--- config.mk ---
export PLATFORM = sky130hd
export DESIGN_NAME = hwmutex_bank
export DESIGN_NICKNAME = d
export VERILOG_FILES = /design/src/rtl/hwmutex_pkg.sv /design/src/rtl/hwmutex_addr_dec.sv /design/src/rtl/hwmutex_lock_array.sv /design/src/rtl/hwmutex_rd_port.sv /design/src/rtl/hwmutex_bank.sv
export SDC_FILE = /design/constraint.sdc
export NUM_CORES = 1
export LEC_CHECK = 0
export ABC_CLOCK_PERIOD_IN_PS = 4400
export BUFFER_PORTS_ARGS = -buffer_cell sky130_fd_sc_hd__clkbuf_2
export CAP_MARGIN = 10
export CORE_UTILIZATION = 45
export DETAILED_ROUTE_END_ITERATION = 16
export PLACE_DENSITY_LB_ADDON = 0.3
export SYNTH_ARGS = -nofsm -noshare
export SYNTH_HDL_FRONTEND = slang
export SYNTH_SLANG_ARGS = --single-unit
--- constraint.sdc ---
create_clock -name clk -period 4.4 [get_ports clk]
set_input_delay 0.88 -clock clk [delete_from_list [all_inputs] [get_ports clk]]
set_output_delay 0.88 -clock clk [all_outputs]
set_load 0.005 [all_outputs]
--- src/rtl/hwmutex_pkg.sv ---
package hwmutex_pkg;
  localparam int DATA_W      = 32;
  localparam int CODE_LSB    = 28;
  localparam int WIN_SLOTS   = 256;
  localparam int WIN_BASE_WD = 'h40;   // 0x100 >> 2

  function automatic logic [3:0] count_code(input int n);
    case (n)
      32:      return 4'd1;
      64:      return 4'd2;
      128:     return 4'd3;
      256:     return 4'd4;
      default: return 4'd0;
    endcase
  endfunction
endpackage

--- src/rtl/hwmutex_addr_dec.sv ---
module hwmutex_addr_dec #(
  parameter int ADDR_W    = 12,
  parameter int NUM_LOCKS = 32,
  parameter int IDX_W     = 5
) (
  input  logic [ADDR_W-1:0] addr,
  output logic              hit_status,
  output logic              hit_window,
  output logic              hit_lock,
  output logic [IDX_W-1:0]  idx
);
  import hwmutex_pkg::*;
  localparam int WORD_W = ADDR_W - 2;

  logic [WORD_W-1:0] word;
  logic [WORD_W-1:0] slot_full;
  logic [8:0]        slot;
  logic              unused_lo;

  assign word       = addr[ADDR_W-1:2];
  assign unused_lo  = ^addr[1:0];
  assign slot_full  = word - WORD_W'(WIN_BASE_WD);
  assign slot       = {1'b0, slot_full[7:0]};
  assign hit_status = (word == '0);
  assign hit_window = (word >= WORD_W'(WIN_BASE_WD)) &&
                      (word <  WORD_W'(WIN_BASE_WD + WIN_SLOTS));
  assign hit_lock   = hit_window && (slot < 9'(NUM_LOCKS));
  assign idx        = slot_full[IDX_W-1:0];
endmodule

--- src/rtl/hwmutex_lock_array.sv ---
module hwmutex_lock_array #(
  parameter int NUM_LOCKS = 32,
  parameter int IDX_W     = 5
) (
  input  logic                 clk,
  input  logic                 rst,
  input  logic                 acq,
  input  logic                 rel,
  input  logic [IDX_W-1:0]     idx,
  output logic [NUM_LOCKS-1:0] locks
);
  for (genvar i = 0; i < NUM_LOCKS; i++) begin : g_lock
    logic sel;
    assign sel = (idx == IDX_W'(i));
    always_ff @(posedge clk) begin
      if (rst)
        locks[i] <= 1'b0;
      else if (acq && sel)
        locks[i] <= 1'b1;
      else if (rel && sel)
        locks[i] <= 1'b0;
    end
  end
endmodule

--- src/rtl/hwmutex_rd_port.sv ---
module hwmutex_rd_port #(
  parameter logic [3:0] CODE = 4'd1
) (
  input  logic        clk,
  input  logic        rst,
  input  logic        rd_en,
  input  logic        hit_status,
  input  logic        hit_window,
  input  logic        hit_lock,
  input  logic        lock_bit,
  output logic [31:0] rd_data
);
  import hwmutex_pkg::*;
  logic [31:0] nxt;

  always_comb begin
    if (hit_status)      nxt = {CODE, 28'h0};
    else if (hit_lock)   nxt = {31'h0, lock_bit};
    else if (hit_window) nxt = 32'h1;
    else                 nxt = 32'h0;
  end

  always_ff @(posedge clk) begin
    if (rst)        rd_data <= '0;
    else if (rd_en) rd_data <= nxt;
  end
endmodule

--- src/rtl/hwmutex_bank.sv ---
module hwmutex_bank #(
  parameter int ADDR_W    = 12,
  parameter int NUM_LOCKS = 32
) (
  input  logic              clk,
  input  logic              rst,
  input  logic [ADDR_W-1:0] addr,
  input  logic              rd_en,
  input  logic              wr_en,
  input  logic [31:0]       wr_data,
  output logic [31:0]       rd_data
);
  import hwmutex_pkg::*;
  localparam int         IDX_W = $clog2(NUM_LOCKS);
  localparam logic [3:0] CODE  = count_code(NUM_LOCKS);

  // only 32, 64, 128 or 256 locks are accepted
  if (CODE == 4'd0) begin : g_bad_count
    $error("hwmutex_bank: NUM_LOCKS must be 32, 64, 128 or 256");
  end

  logic                 hit_status, hit_window, hit_lock;
  logic [IDX_W-1:0]     idx;
  logic [NUM_LOCKS-1:0] locks;
  logic                 acq, rel;

  hwmutex_addr_dec #(.ADDR_W(ADDR_W), .NUM_LOCKS(NUM_LOCKS), .IDX_W(IDX_W)) u_dec (
    .addr(addr), .hit_status(hit_status), .hit_window(hit_window),
    .hit_lock(hit_lock), .idx(idx)
  );

  assign acq = rd_en && hit_lock;
  assign rel = wr_en && !rd_en && hit_lock && (wr_data == 32'h0);

  hwmutex_lock_array #(.NUM_LOCKS(NUM_LOCKS), .IDX_W(IDX_W)) u_locks (
    .clk(clk), .rst(rst), .acq(acq), .rel(rel), .idx(idx), .locks(locks)
  );

  hwmutex_rd_port #(.CODE(CODE)) u_rd (
    .clk(clk), .rst(rst), .rd_en(rd_en), .hit_status(hit_status),
    .hit_window(hit_window), .hit_lock(hit_lock), .lock_bit(locks[idx]),
    .rd_data(rd_data)
  );
endmodule

Word-level counts from Yosys, hierarchy flattened
Cells that the tools add are included.
{"block": "word_totals", "reg_bits": 64, "latch_bits": 0, "mem_bits_rw": 0, "rom_bits": 0, "inputBits": 48, "output_inout_bits": 32, "wordCells": 244, "mem_count": 0}
{"block": "op_classes", "add_sub_neg": 1, "n_mul": 0, "div": 0, "magnitude_cmp": 4, "eq_ne": 31, "n_shift": 0, "muxes": 69, "bitwise": 0, "reduce_logical": 106}
{"cell": "== test 5 bit, second input constant", "n": 16}
{"cell": "logical AND 1 bit", "n": 70}
{"cell": "two-way mux 1 bit", "n": 66}
{"cell": "two-way mux 32 bit", "n": 2}
{"cell": "nonzero test 2 bit", "n": 32}
{"cell": "== test 5 x 4 -> 1 bit, second input constant", "n": 8}
{"cell": "logical NOT 32 bit", "n": 1}
{"cell": "== test 5 x 3 -> 1 bit, second input constant", "n": 4}
{"cell": "== test 5 x 2 -> 1 bit, second input constant", "n": 2}
{"cell": ">= comparator 10 x 7 -> 1 bit, second input constant", "n": 1}
{"cell": "logical NOT 10 bit", "n": 1}
{"cell": "less-than comparator 10 x 9 -> 1 bit, second input constant", "n": 1}
{"cell": "less-than comparator 8 x 6 -> 1 bit, second input constant", "n": 1}
{"cell": "subtractor 8 x 7 -> 8 bit, second input constant", "n": 1}
{"cell": "less-than comparator 5 x 6 -> 1 bit, second input constant", "n": 1}
{"cell": "binary-select mux 1 bit (select 5 bit)", "n": 1}
{"cell": "== test 5 x 1 -> 1 bit, second input constant", "n": 1}
{"cell": "logical NOT 5 bit", "n": 1}
{"cell": "logical NOT 1 bit", "n": 1}

Longest topological paths before layout
{"block": "depth", "depth_word": 8, "ltp_mapped": 7, "depth_no_buf": 5}

Cells and area by module
From an unflattened synthesis, not the netlist that was laid out.
{"block": "unflattened", "hier_cells": 267, "hier_area_um2": 2215.9}
{"module": "hwmutex_lock_array", "instances": 1, "cells_each": 159, "area_each_um2": 1401.3, "seq_area_each_um2": 640.6}
{"module": "hwmutex_bank", "instances": 1, "cells_each": 56, "area_each_um2": 409.1, "seq_area_each_um2": 0.0}
{"module": "hwmutex_rd_port", "instances": 1, "cells_each": 39, "area_each_um2": 314.1, "seq_area_each_um2": 40.0}
{"module": "hwmutex_addr_dec", "instances": 1, "cells_each": 13, "area_each_um2": 91.3, "seq_area_each_um2": 0.0}

Worst setup path after synthesis
Ideal clock, no wire load.
{"block": "synth_path", "path_kind": "input to register", "start": "input wr_data[15]", "end": "register u_locks.locks[24]", "setup_time_ns": 0.135, "arrival_time_ns": 2.056, "required_time_ns": 4.265, "path_slack_ns": 2.209, "stages": 5, "n_path_buf": 1, "path_cell_list": "nor4_1 > nand4_2 > nor4_4 > buf_6 > a211oi_2"}
{"block": "synth_between", "elab_chain_len": 4}
{"item": "start, declared", "line_no": "hwmutex_bank.sv:10", "text": "input logic [31:0] wr_data,"}
{"item": "logical NOT 32 bit", "line_no": "hwmutex_bank.sv:33", "text": "assign rel = wr_en && !rd_en && hit_lock && (wr_data == 32'h0);"}
{"item": "logical AND 1 bit", "line_no": "hwmutex_bank.sv:33"}
{"item": "logical AND 1 bit", "line_no": "hwmutex_lock_array.sv:20", "text": "else if (rel && sel)"}
{"item": "nonzero test 2 bit (no source line)"}
{"item": "end signal, assigned by index", "line_no": "hwmutex_lock_array.sv:17", "text": "locks[i] <= 1'b0;"}
{"item": "end signal, assigned by index", "line_no": "hwmutex_lock_array.sv:19", "text": "locks[i] <= 1'b1;"}
{"item": "end signal, assigned by index", "line_no": "hwmutex_lock_array.sv:21", "text": "locks[i] <= 1'b0;"}
{"item": "end, declared", "line_no": "hwmutex_lock_array.sv:10", "text": "output logic [NUM_LOCKS-1:0] locks"}
No other way between the ends.
A chain may end at the register's enable or synchronous reset.

Worst setup path after layout
{"block": "layout_path", "start": "input rd_en", "end": "register u_locks.locks[9]"}
{"block": "layout_between", "elab_chain_len": 6, "word_cells_on_any_way": 9, "classes_between": "mux (1); reduce/logical (8)"}
{"item": "start, declared", "line_no": "hwmutex_bank.sv:8", "text": "input logic rd_en,"}
{"item": "logical NOT 1 bit", "line_no": "hwmutex_bank.sv:33"}
{"item": "logical AND 1 bit (3 in a row)", "line_no": "hwmutex_bank.sv:33"}
{"item": "logical AND 1 bit", "line_no": "hwmutex_lock_array.sv:20"}
{"item": "nonzero test 2 bit (no source line)"}
Several ways; a longest one is shown, not always the timed one.

==> qor.yml <==
run_status:
  outcome: "completed"
sta:
  period_needed_ps: 2430
  final_max_slew_viol_count: 0
  fin_tns_setup_ps: 0
  setup-violations-final: 0
  rsz0062_at_grt: "no"
  finClkSkew_ps: 2.43
  fmax_mhz: 412
  worstMarginPinSlew_ps: 911
  hold_viol: 0
  finalCritPeriodShare_pct: 55.2
  relSlewSlack_pct: 38.8
routing:
  route.detailed.drc: 0
  firstDrtPassIters: 4
  wirelength_um: 4470
  wire_per_inst_um: 13.1
  wirelength_met1_um: 2110
  via_per_inst: 5.15
  topRoutingLayerUsed: "met4"
  vias: 1755
  final_antenna_net_count: 0
  dr_wl_met2_um: 2130
  met3WireLength_um: 160
  dr.first_iter.drc_count: 51
setup_path:
  reg2reg_from: "u_locks.locks[16]"
  critPathLaunch: "rd_en"
  crit_path_end_kind: "register"
  crit_fanout: 15
  cp.arrival_ps: 2560
  critPathKind: "in2reg"
  critPathLaunchType: "primary input"
  r2r_cells: 5
  rrSetupSlack_ps: 3000
  regToRegEndpoint: "u_rd.rd_data[0]"
  crit_path_end: "u_locks.locks[9]"
  cp.required_ps: 4530
clocking:
  cts_buffer_depth: 2
  cts_tree: "yes"
  htree_levels: 2
  clkSlewWorstSetupHoldPaths_ps: 60
  hold_buffers: 0
  clock_sinks: 34
  cts_resized: 0
  clk_latency_ps: 280
  postCtsSetupBuffers: 0
  clock-root-buffer: "clkbuf_8"
  numCtsBuffers: 5
die:
  die_h_um: 72.2
  start_util_pct: 46.9
  die_x_um: 72.2
  rows: 25
  core_um2: 4720
  die_area_um2: 5210
  ioPinCount: 80
final_layout:
  num_antenna_cells: 0
  fillers: 472
  fin_nets: 323
  drive_gt1_share_pct: 28.8
  area_growth_pct: 6.44
placement:
  gp_congestion: 0.746
  hpwl_um: 3240
  portBuffers: 47
power_and_ir_drop:
  finalPower_uw: 608
  clkPwrFrac_pct: 36.8
  powerDensity_nw_per_um2: 258
  switchingPower_uw: 151
  swShare_pct: 24.9
  p_comb_share_pct: 12.5
  vdd_drop_max_uv: 235
  p_seq_share_pct: 50.8
  leakage_nw: 0.900
  p_int_uw: 457
synthesis:
  syn_area_per_cell_um2: 9.35
  ys_types: 40
  synthCells: 237
  ys_seq_area_share_pct: 30.7
  ys_seq_elements: 34
  netlist_area_um2: 2220
  yosys_warnings: 0
global_routing:
  antenna_found_initial: 0
  grt_start_max_net_pins: 36
  grt_pass1_vias: 1631
  grt_pass1_wl_um: 7660
  globalRouteOverflowTotal: 0
  track_usage_pct: 18.8
job:
  maxCapViolations: 0
hold_path:
  worstHoldPathCells: 2
  min_path_type: "reg2reg"
==> cell usage in the layout (no fill, tap or decap), types with 5 or more instances in the layout <==
master and count:
nor4_2 5, mux2i_1 5, clkbuf_8 6, a211oi_1 22, a211oi_2 10, nor4_1 5
mux2_1 9, nor2_1 11, a21oi_1 36, dfxtp_1 34, clkbuf_2 47, nand2_1 6
conb_1 30, nand2b_1 9
==> per-stage QoR <==
| stage | hold slack, ps | util, % | setup slack [ps] | std cells | instance area [um2] |
|---|---|---|---|---|---|
| floorplan | 437 | - | 2210 | 266 | 2320 |
| global route | 509 | 49.9 | 1790 | 341 | 2360 |
| detailed placement | 457 | 48.2 | 1640 | 335 | 2280 |
| CTS | 469 | 49.9 | 1940 | 341 | 2360 |
| finish | 468 | 49.9 | 1970 | 341 | 2360 |
| global placement | 456 | 48.2 | 1700 | 335 | 2280 |
==> how the worst min path moves through the flow <==
stage	startpoint	endpoint	slack, ps
5_1_grt	u_locks.locks[0]	u_locks.locks[0]	510
2_1_floorplan	u_locks.locks[0]	u_locks.locks[0]	440
3_5_place_dp	u_locks.locks[0]	u_locks.locks[0]	460
3_3_place_gp	u_rd.rd_data[28]	u_rd.rd_data[28]	460
6_report	u_locks.locks[0]	u_locks.locks[0]	470
4_1_cts	u_locks.locks[0]	u_locks.locks[0]	470
==> layout make-up <==
type	count	area [um2]	share of cell area, %
repair buffers	48	243	10.3
inverters	1	3.75	0.159
well taps	67	83.8	3.55
clock buffers	6	82.6	3.50
multi-input cells	185	1260	53.6
flip-flops and latches	34	681	28.9
==> critical path: stages <==
cell and delay [ps]:
clkbuf_2 110, nor4b_2 350, nand4_2 240, nor4_4 810, a211oi_1 170
==> routing by layer <==
layer / vias to the layer above / global-route usage [%]
met5: - / 0
met4: 0 / 6.54
met3: 6 / 4.03
met2: 47 / 31.4
met1: 799 / 23.9
li1: 903 / -
==> registers in the layout (all words and copies together), names as in the netlist <==
name and flops:
u_locks.locks 32, u_rd.rd_data 2
==> cell families (layout without fill, tap and decap cells) <==
logic type,after synthesis,in the layout,synth area share (%)
AO/OA/AOI/OAI,81,81,25.2
XOR/XNOR,1,1,0.395
buffers and inverters,47,55,17.1
flip-flops,34,34,30.7
multiplexers,14,14,6.83
other,1,30,0.169
AND/OR/NAND/NOR,59,59,19.6
==> power by group through the flow <==
stage	combinational (mW)	clock (mW)	sequential, mW
2_1_floorplan	0.0680	0	0.316
3_3_place_gp	0.0747	0	0.316
3_5_place_dp	0.0752	0	0.316
4_1_cts	0.0756	0.229	0.309
5_1_grt	0.0847	0.244	0.308
6_report	0.0758	0.223	0.309
==> cells in the mapped netlist <==
master / n / area (um2)
mux2_1: 9 / 101
buf_6: 2 / 22.5
nor2_1: 11 / 41.3
nor3_1: 4 / 20.0
nor4b_2: 1 / 15.0
nand2b_1: 9 / 56.3
inv_2: 1 / 3.75
a41oi_1: 1 / 8.76
or2b_1: 2 / 15.0
o22ai_1: 4 / 25.0
a211oi_2: 10 / 125
nor2b_1: 2 / 12.5
conb_1: 1 / 3.75
buf_2: 2 / 10.0
o21ai_0: 2 / 10.0
buf_8: 3 / 45.0
nand4_2: 2 / 25.0
nand3_1: 2 / 10.0
clkbuf_4: 1 / 7.51
buf_4: 35 / 263
mux2i_1: 5 / 50.1
and2_1: 1 / 6.26
dlygate4sd1_1: 2 / 17.5
nor4_4: 3 / 63.8
xor2_1: 1 / 8.76
nor3b_2: 1 / 12.5
o41ai_1: 1 / 8.76
and3_1: 2 / 12.5
o21ai_1: 1 / 5.00
nor4_1: 5 / 31.3
a211oi_1: 22 / 165
a2111oi_0: 2 / 17.5
nand2_1: 6 / 22.5
dfxtp_1: 34 / 681
a21oi_1: 36 / 180
nor4_2: 5 / 62.6
nand3b_1: 1 / 7.51
nor3_2: 2 / 20.0
dlygate4sd3_1: 1 / 10.0
a31oi_1: 2 / 12.5
Note: power is estimated with default switching activity, not from simulation.
